File: src/rtl/lin_err_pkg.sv
`timescale 1ns/1ps
package lin_err_pkg;
   typedef enum logic [2:0] {
      PH_IDLE  = 3'd0,
      PH_BREAK = 3'd1,
      PH_SYNC  = 3'd2,
      PH_PID   = 3'd3,
      PH_DATA  = 3'd4,
      PH_STOP  = 3'd5,
      PH_GAP   = 3'd6,
      PH_WAKE  = 3'd7
   } lin_phase_e;

   localparam int NERR  = 7;
   localparam int E_BIT = 0;
   localparam int E_TMO = 1;
   localparam int E_FRM = 2;
   localparam int E_SYN = 3;
   localparam int E_CKS = 4;
   localparam int E_PAR = 5;
   localparam int E_RSP = 6;

   // flags that cannot be switched off
   localparam logic [NERR-1:0] ALWAYS_ON = 7'b1010000;
   // flags whose rise cancels communication at once (bit error handled apart)
   localparam logic [NERR-1:0] CUTS_NOW  = 7'b0101110;
endpackage

File: src/rtl/lin_pid_check.sv
`timescale 1ns/1ps
module lin_pid_check (
   input  logic [7:0] pid,
   output logic       bad
);
   logic p0_calc, p1_calc;

   always_comb begin
      p0_calc = pid[0] ^ pid[1] ^ pid[2] ^ pid[4];
      p1_calc = ~(pid[1] ^ pid[3] ^ pid[4] ^ pid[5]);
      bad     = (pid[6] != p0_calc) || (pid[7] != p1_calc);
   end
endmodule

File: src/rtl/lin_frame_timer.sv
`timescale 1ns/1ps
module lin_frame_timer #(
   parameter int NDATA_MAX = 8
) (
   input  logic       clk,
   input  logic       rst_n,
   input  logic       frame_start,
   input  logic       frame_end,
   input  logic       bit_stb,
   input  logic [3:0] dlen,
   input  logic       enh,
   output logic       expire
);
   localparam int MAX_LIM = 49 + (NDATA_MAX + 1) * 14;
   localparam int CW      = $clog2(MAX_LIM + 1);

   if (NDATA_MAX < 1 || NDATA_MAX > 14) begin : g_bad_ndata
      $error("lin_frame_timer: NDATA_MAX out of range");
   end

   logic [3:0]    n_eff;
   logic [CW-1:0] limit;
   logic [CW-1:0] cnt;
   logic          run;

   always_comb begin
      n_eff  = (dlen > 4'(NDATA_MAX)) ? 4'(NDATA_MAX) : dlen;
      limit  = (enh ? CW'(48) : CW'(49)) + (CW'(n_eff) + CW'(1)) * CW'(14);
      expire = run && bit_stb && !frame_end && ((cnt + CW'(1)) >= limit);
   end

   always_ff @(posedge clk or negedge rst_n) begin
      if (!rst_n) begin
         run <= 1'b0;
         cnt <= '0;
      end else if (frame_start) begin
         run <= 1'b1;
         cnt <= '0;
      end else if (frame_end || expire) begin
         run <= 1'b0;
      end else if (run && bit_stb) begin
         cnt <= cnt + CW'(1);
      end
   end

   // an end of frame always halts the timer
   p_end_stops_r8: assert property (@(posedge clk) disable iff (!rst_n)
      (frame_end && !frame_start) |=> !run);
endmodule

File: src/rtl/lin_bit_guard.sv
`timescale 1ns/1ps
module lin_bit_guard
   import lin_err_pkg::*;
(
   input  logic       clk,
   input  logic       rst_n,
   input  logic       en,
   input  logic       bit_stb,
   input  lin_phase_e ph,
   input  logic       tx_active,
   input  logic       tx_bit,
   input  logic       rx_bit,
   input  logic       frame_start,
   output logic       hit,
   output logic       cut_q
);
   logic in_zone, at_stop, cut_now, pend;

   always_comb begin
      in_zone = (ph == PH_DATA) || (ph == PH_STOP) || (ph == PH_GAP) || (ph == PH_WAKE);
      hit     = en && bit_stb && tx_active && in_zone && (tx_bit != rx_bit);
      at_stop = bit_stb && tx_active && (ph == PH_STOP);
      cut_now = (hit && ((ph == PH_GAP) || (ph == PH_WAKE))) || (at_stop && (pend || hit));
   end

   always_ff @(posedge clk or negedge rst_n) begin
      if (!rst_n) begin
         pend  <= 1'b0;
         cut_q <= 1'b0;
      end else begin
         cut_q <= cut_now;
         if (frame_start || at_stop) pend <= 1'b0;
         else if (hit && ph == PH_DATA) pend <= 1'b1;
      end
   end

   // a data-bit error never cancels in the very next cycle
   p_data_defer_r3: assert property (@(posedge clk) disable iff (!rst_n)
      (hit && ph == PH_DATA) |=> !cut_q);
   // gap and wake errors cut straight after the bad bit
   p_gap_cut_r4: assert property (@(posedge clk) disable iff (!rst_n)
      (hit && (ph == PH_GAP || ph == PH_WAKE)) |=> cut_q);
endmodule

File: src/rtl/lin_err_monitor.sv
`timescale 1ns/1ps
module lin_err_monitor
   import lin_err_pkg::*;
#(
   parameter int          BRK_W     = 8,
   parameter int          NDATA_MAX = 8,
   parameter logic [7:0]  SYNC_PAT  = 8'h55
) (
   input  logic             clk,
   input  logic             rst_n,
   input  logic [2:0]       phase,
   input  logic             bit_stb,
   input  logic             tx_active,
   input  logic             tx_bit,
   input  logic             rx_bit,
   input  logic             byte_stb,
   input  logic [7:0]       rx_byte,
   input  logic [BRK_W-1:0] brk_len,
   input  logic [BRK_W-1:0] brk_thr,
   input  logic             frame_start,
   input  logic             frame_end,
   input  logic [3:0]       dlen,
   input  logic             cks_enh,
   input  logic             cks_stb,
   input  logic             cks_ok,
   input  logic             resp_start,
   input  logic             resp_rdy,
   input  logic [6:0]       err_en,
   input  logic [6:0]       err_clr,
   output logic [6:0]       err_flags,
   output logic             cancel,
   output logic             irq
);
   if (BRK_W < 2 || BRK_W > 16) begin : g_bad_brk
      $error("lin_err_monitor: BRK_W out of range");
   end

   lin_phase_e      ph;
   logic            bit_hit, bit_cut, tmo_hit, pid_bad;
   logic [NERR-1:0] set_raw, set_g, flag_q;
   logic            cut_q;

   assign ph = lin_phase_e'(phase);

   lin_bit_guard u_bit (
      .clk(clk), .rst_n(rst_n), .en(err_en[E_BIT]), .bit_stb(bit_stb), .ph(ph),
      .tx_active(tx_active), .tx_bit(tx_bit), .rx_bit(rx_bit),
      .frame_start(frame_start), .hit(bit_hit), .cut_q(bit_cut)
   );

   lin_frame_timer #(.NDATA_MAX(NDATA_MAX)) u_tmr (
      .clk(clk), .rst_n(rst_n), .frame_start(frame_start), .frame_end(frame_end),
      .bit_stb(bit_stb), .dlen(dlen), .enh(cks_enh), .expire(tmo_hit)
   );

   lin_pid_check u_pid (.pid(rx_byte), .bad(pid_bad));

   always_comb begin
      set_raw        = '0;
      set_raw[E_BIT] = bit_hit;
      set_raw[E_TMO] = tmo_hit;
      set_raw[E_FRM] = bit_stb && !tx_active && (ph == PH_STOP) && !rx_bit;
      set_raw[E_SYN] = byte_stb && (ph == PH_SYNC) && (brk_len > brk_thr) && (rx_byte != SYNC_PAT);
      set_raw[E_CKS] = cks_stb && !cks_ok;
      set_raw[E_PAR] = byte_stb && (ph == PH_PID) && pid_bad;
      set_raw[E_RSP] = resp_start && !resp_rdy;
      set_g          = set_raw & (err_en | ALWAYS_ON);
   end

   for (genvar g = 0; g < NERR; g++) begin : g_flag
      always_ff @(posedge clk or negedge rst_n) begin
         if (!rst_n) flag_q[g] <= 1'b0;
         else        flag_q[g] <= (flag_q[g] & ~err_clr[g]) | set_g[g];
      end
   end

   always_ff @(posedge clk or negedge rst_n) begin
      if (!rst_n) cut_q <= 1'b0;
      else        cut_q <= |(set_g & CUTS_NOW);
   end

   assign err_flags = flag_q;
   assign cancel    = cut_q | bit_cut;
   assign irq       = |flag_q;

   // no flag drops without its clear strobe
   p_sticky_r12: assert property (@(posedge clk) disable iff (!rst_n)
      1'b1 |=> ((($past(err_flags) & ~$past(err_clr)) & ~err_flags) == '0));
   // failed checksum always lands in its flag
   p_cks_flag_r9: assert property (@(posedge clk) disable iff (!rst_n)
      (cks_stb && !cks_ok) |=> err_flags[E_CKS]);
   // late response preparation always lands in its flag
   p_rsp_flag_r10: assert property (@(posedge clk) disable iff (!rst_n)
      (resp_start && !resp_rdy) |=> err_flags[E_RSP]);
endmodule

File: config.mk
export PLATFORM = sky130hd
export DESIGN_NAME = lin_err_monitor
export DESIGN_NICKNAME = d
export VERILOG_FILES = /design/src/rtl/lin_err_pkg.sv /design/src/rtl/lin_pid_check.sv /design/src/rtl/lin_frame_timer.sv /design/src/rtl/lin_bit_guard.sv /design/src/rtl/lin_err_monitor.sv
export SDC_FILE = /design/constraint.sdc
export NUM_CORES = 1
export LEC_CHECK = 0
export ABC_AREA = 1
export ABC_CLOCK_PERIOD_IN_PS = 2800
export BUFFER_PORTS_ARGS = -buffer_cell sky130_fd_sc_hd__buf_2
export CAP_MARGIN = 10
export CORE_ASPECT_RATIO = 0.6
export CORE_MARGIN = 2
export CORE_UTILIZATION = 40
export CTS_CLUSTER_SIZE = 24
export DETAILED_ROUTE_END_ITERATION = 7
export GPL_TIMING_DRIVEN = 0
export PLACE_DENSITY = 0.69
export SYNTH_ARGS = -nofsm -noshare
export SYNTH_HDL_FRONTEND = slang
export SYNTH_SLANG_ARGS = --single-unit
File: constraint.sdc
create_clock -name clk -period 2.8 [get_ports clk]
set_input_delay 0.14 -clock clk [delete_from_list [all_inputs] [get_ports clk]]
set_output_delay 0.14 -clock clk [all_outputs]
set_load 0.01 [all_outputs]
Yosys cells after proc, flatten, opt, wreduce, memory -nomap -nowiden:

Cells that the tools add are included.

* register bits: 19
* input port bits: 59
* output and inout bits: 9
* logic and storage cells: 111

* add/subtract/negate cells: 3
* multiply operators: 1
* order comparisons: 3
* equal/unequal tests: 11
* muxes and demuxes: 9
* bitwise logic cells: 30
* reduce and logical (&&, ||, !) cells: 42

Operator list (number)
* $mux 8: 3
* $logic_and 1x1->1: 22
* $eq 3x3->1 const B: 4
* $logic_or 1x1->1: 9
* $add 8x1->8 const B: 1
* $add 8x8->8: 1
* $ge 8x8->1: 1
* $gt 8x8->1: 1
* $mul 8x3->7 const B: 1
* $ne 8x7->1 const B: 1
* $not 1->1: 8
* $or 1x1->1: 8
* $and 1x1->1: 7
* $and 7x7->7: 1
* $reduce_or 7->1: 1
* $eq 3x2->1 const B: 2
* $reduce_bool 2->1: 3
* $xor 1x1->1: 6
* $add 4x1->5 const B: 1
* $logic_not 1->1: 5
* $mux 1: 5
* $gt 4x4->1 const B: 1
* $mux 4: 1
* $reduce_or 4->1: 1
* other kinds (3): 5

Depth between registers and ports, before layout:

* depth in word-level cells: 10
* depth in mapped cells: 23
* mapped depth without buffers: 23

Modules after synthesis:

Synthesis repeated with hierarchy kept, for this count alone.

* cells, all modules: 292
* area, all modules: 1939.4 um2

By module, submodules not included
* lin_frame_timer: times used 1, cells an instance 150, area each 1053.5 um2, seq. area each 225.2 um2
* lin_err_monitor: times used 1, cells an instance 91, area each 621.8 um2, seq. area each 200.2 um2
* lin_bit_guard: times used 1, cells an instance 28, area each 156.4 um2, seq. area each 50.0 um2
* lin_pid_check: times used 1, cells an instance 23, area each 107.6 um2, seq. area each 0.0 um2

Worst setup path after synthesis:

OpenSTA, ideal clock, no wires.

* path kind: input port to flip-flop
* start: input dlen[1]
* end: register u_tmr.cnt[0]
* library setup time: 0.065 ns
* data arrival time: 3.159 ns
* data required time: 2.735 ns
* slack: -0.424 ns
* stages on the path: 17
* path buffers: 0
* cells stage by stage: inv_1 > nor2_1 > ha_1 > xor2_2 > inv_2 > fa_1 > fa_1 > o21ai_2 > xnor2_1 > xor2_1 > ha_1 > a21oi_1 > o21a_1 > nand3_2 > nand2_4 > nand2_1 > nand2_1

* cells in the longest elaborated chain, start to end: 10

RTL lines
* start: declaration: line lin_err_monitor.sv:22 `input logic [3:0] dlen,`
* $gt 4x4->1: line lin_frame_timer.sv:27 `n_eff = (dlen > 4'(NDATA_MAX)) ? 4'(NDATA_MAX) : dlen;`
* $mux 4 (*): line lin_frame_timer.sv:27
* $add 4x1->5 (*): line lin_frame_timer.sv:28 `limit = (enh ? CW'(48) : CW'(49)) + (CW'(n_eff) + CW'(1)) * CW'(14);`
* $mul 8x3->7 (*): line lin_frame_timer.sv:28
* $add 8x8->8 (*): line lin_frame_timer.sv:28
* $ge 8x8->1 (*): line lin_frame_timer.sv:29 `expire = run && bit_stb && !frame_end && ((cnt + CW'(1)) >= limit);`
* $logic_and 1x1->1 (*): line lin_frame_timer.sv:29
* $logic_or 1x1->1 (*): line lin_frame_timer.sv:39 `end else if (frame_end || expire) begin`
* $ne 2x2->1 (no line) (*)
* $reduce_and 2->1 (no line) (*)
* end signal: assignment: line lin_frame_timer.sv:42 `cnt <= cnt + CW'(1);`
* end: declaration: line lin_frame_timer.sv:23 `logic [CW-1:0] cnt;`

Every way passes the cells marked *; elsewhere a longest branch is shown, timed or not.
A chain may end at the register's enable or synchronous reset.

Final worst setup path:

* start: input dlen[0]
* end: register u_tmr.cnt[6]

Same word-level chain as after synthesis.

==> impl_metrics.env <==
export IMPL_status="complete, but fails checks"
export IMPL_violations="negative setup slack"
export IMPL_routed_wl_mm=4.549
export IMPL_clkLatencyLatePin_ps=250
export IMPL_yosys_top_cells_area="dfrtp_1 25%, ha_1 16%, nand2_1 14%, inv_1 11%, nand3_1 5.0%"
export IMPL_antenna_found_initial=0
export IMPL_cts_buffers=3
export IMPL_gp_congestion=0.8303
export IMPL_pre_cts_ws_ps=-687.2
export IMPL_grt_pass1_vias=1782
export IMPL_seq_area_frac_synth_pct=24.93
export IMPL_track_usage_pct=17.85
export IMPL_synth_cell_type_count=31
export IMPL_layout_cells_non_filler=416
export IMPL_worst_slack_ps=-209.4
export IMPL_drive_above_1_share_pct=32.58
export IMPL_ios=68
export IMPL_syn_to_final_growth_pct=36.35
export IMPL_drv_slew=0
export IMPL_h_tree_depth=1
export IMPL_antenna_cells=0
export IMPL_viasPerCell=4.601
export IMPL_startpoint="dlen[0]"
export IMPL_yosys_register_bits=19
export IMPL_gr_total_overflow=0
export IMPL_syn_area_mm2=0.001907
export IMPL_arrival_ps=3160
export IMPL_r2r_start="u_tmr.cnt[0]$_DFFE_PN0P_"
export IMPL_cts_clk_slew_worst_paths_ps=70
export IMPL_port_buffers=64
export IMPL_min_path_type="in2reg"
export IMPL_finClkSkew_ps=3.136
export IMPL_die_width_um=93.14
export IMPL_cellLeakagePower_nw=1.529
export IMPL_r2r_end="u_tmr.cnt[6]$_DFFE_PN0P_"
export IMPL_synthCells=274
export IMPL_dieArea_mm2=0.005353
export IMPL_power_density_mw_per_mm2=321.7
export IMPL_cts_root_buffer="clkbuf_8"
export IMPL_end_kind="register"
export IMPL_fin_area_mm2=0.002600
export IMPL_ant_nets=0
export IMPL_dpl_cell_count=402
export IMPL_core_area_mm2=0.004588
export IMPL_drc_errors=0
export IMPL_yosysTopAreaCellShare_pct=24.93
export IMPL_worst_path_max_delay_cell="fa_1"
export IMPL_dr_pass1_iters=4
export IMPL_fin_crit_ps=3009
export IMPL_hold_slack_ps=50.49
export IMPL_hpwl_mm=3.611
export IMPL_cts_tree="yes"
export IMPL_cts_sinks=19
export IMPL_max_freq_mhz=332.3
export IMPL_layout_nets=440
export IMPL_start_util_pct=41.56
export IMPL_rows=19
export IMPL_ir_worst_vdd_mv=0.2197
export IMPL_drv_cap=0
export IMPL_grt_pass1_wl_mm=7.783
export IMPL_hold_violations=0
export IMPL_critPathLaunchType="primary input"
export IMPL_avgSynthCellArea_um2=6.959
export IMPL_crit_chain="buf_8 -> inv_8 -> nor2_4 -> inv_2 -> nor2_2 -> o21ai_2 -> inv_2 -> fa_1 -> fa_2 -> o21ai_2 -> xnor2_2 -> xor2_1 -> ha_1 -> nand2_2 -> nor2_2 -> nand2_2 -> nand3_4 -> nand2_8 -> nand2_1 -> nand2_1"
export IMPL_grt_max_degree=20
export IMPL_routedWlPerCell_um=10.94
export IMPL_crit_required_ps=2950
export IMPL_ff2ff_setup_slack_ps=530
export IMPL_reg2regPathDepth=14
export IMPL_cts_buffer_depth=2
export IMPL_first_iter_violations=81
export IMPL_yosysTopAreaCell="dfrtp_1"
export IMPL_setup_viol=11
export IMPL_crit_type="in2reg"
export IMPL_yosysWarnings=0
export IMPL_dieHeight_um=57.48
export IMPL_place_area_mm2=0.002342
export IMPL_num_vias=1914
export IMPL_rsz0062_at_grt="true"
export IMPL_endpoint="u_tmr.cnt[6]$_DFFE_PN0P_"
export IMPL_period_share_pct=107.5
export IMPL_cp_max_fo=8
export IMPL_finish_utilization_pct=56.67
export IMPL_cpPeakStageDelay_ps=560
[cell type report]
cell class	instances	area [um2]
Buffer	2	16.27
Clock buffer	3	41.29
Clock inverter	1	5.005
Fill cell	428	1988
Inverter	58	227.7
Multi-Input combinational cell	197	1334
Sequential cell	19	475.5
Tap cell	63	78.83
Timing Repair Buffer	73	421.7
[synthesized netlist by cell type (all sizes together)]
master and count:
nand4 4, nand2 71, a21oi 12, inv 58, or2 2, o22ai 3
nor2 25, dfrtp 19, fa 2, buf 2, nand3 22, o21ai 6
xnor2 5, a21o 2, ha 25, conb 1, nor3 1, nor4 2
o21bai 2, xor2 8, o21a 2
[worst max-delay path: cells and delay by family]
family | cells | cell delay (ps)
buf+inv | 4 | 300
xor+xnor | 2 | 240
simple gates | 9 | 780
fa+ha+maj | 3 | 1350
compound gates | 2 | 360
[timing repair]
action / 4_1_cts / 5_1_grt
setup endpoints to repair: 11 / 11
pin swaps: 19 / 11
hold buffers: 1 / 0
gates cloned: 1 / 0
setup buffers: 6 / 2
gates resized for setup: 17 / 12
hold endpoints to repair: 19 / 0
[sequential cells by signal (all words and copies together) (netlist names)]
name         flops
u_tmr.run        1
u_tmr.cnt        8
cut_q            1
err_flags        7
u_bit.pend       1
u_bit.cut_q      1
[cells in the final DEF, fill, tap and decap left out, types with 4 or more instances in the layout]
| master | Yosys | routed |
|---|---|---|
| a21oi_1 | 12 | 10 |
| buf_2 | 1 | 62 |
| buf_4 | 0 | 8 |
| dfrtp_1 | 19 | 19 |
| ha_1 | 25 | 22 |
| inv_1 | 54 | 51 |
| inv_2 | 4 | 5 |
| nand2_1 | 69 | 64 |
| nand2_2 | 1 | 5 |
| nand3_1 | 19 | 17 |
| nand3_2 | 3 | 5 |
| nand4_1 | 4 | 4 |
| nor2_1 | 23 | 21 |
| xnor2_1 | 5 | 4 |
| xor2_1 | 7 | 7 |
[worst min path at each step]
stage,start,endpoint,slack (ps),cells past startpoint
floorplan,rst_n,cut_q$_DFF_PN0_,-160,0
global placement,rst_n,u_tmr.cnt[6]$_DFFE_PN0P_,100,1
detailed placement,rst_n,u_bit.cut_q$_DFF_PN0_,110,1
CTS,cks_ok,err_flags[4]$_DFF_PN0_,50,2
global route,err_clr[1],err_flags[1]$_DFF_PN0_,40,2
finish,cks_ok,err_flags[4]$_DFF_PN0_,50,2
[logic make-up (layout without fill, tap and decap cells)]
group / Yosys count / in the layout / synth area share (%)
AO/OA/AOI/OAI: 27 / 27 / 8.464
AND/OR/NAND/NOR: 127 / 128 / 29.26
adder cells (fa/ha/maj): 27 / 27 / 18.50
buffers and inverters: 60 / 137 / 12.27
other: 1 / 2 / 0.1967
XOR/XNOR: 13 / 13 / 6.365
flip-flops: 19 / 19 / 24.93
[where the power goes]
group	internal, mW	total (mW)	switching [mW]	leakage, nW
clock	0.0989	0.190	0.0909	0.0255
combinational	0.158	0.346	0.188	1.25
sequential	0.287	0.301	0.0133	0.255
[metal layers]
metal	up-vias	track usage, %	share of wire, %
li1	1014	-	-
met4	0	1.471	0.24
met3	2	3.303	4.4
met5	-	0	0
met2	43	26.71	42
met1	855	27.91	54
[stage by stage]
step	TNS, ps	power [mW]
3_3_place_gp	-6821	0.5949
5_1_grt	-3616	0.9070
3_5_place_dp	-7092	0.6047
6_report	-2154	0.8363
4_1_cts	-2506	0.8181
2_1_floorplan	-2327	0.5033
(Power assumes the default switching activity.)
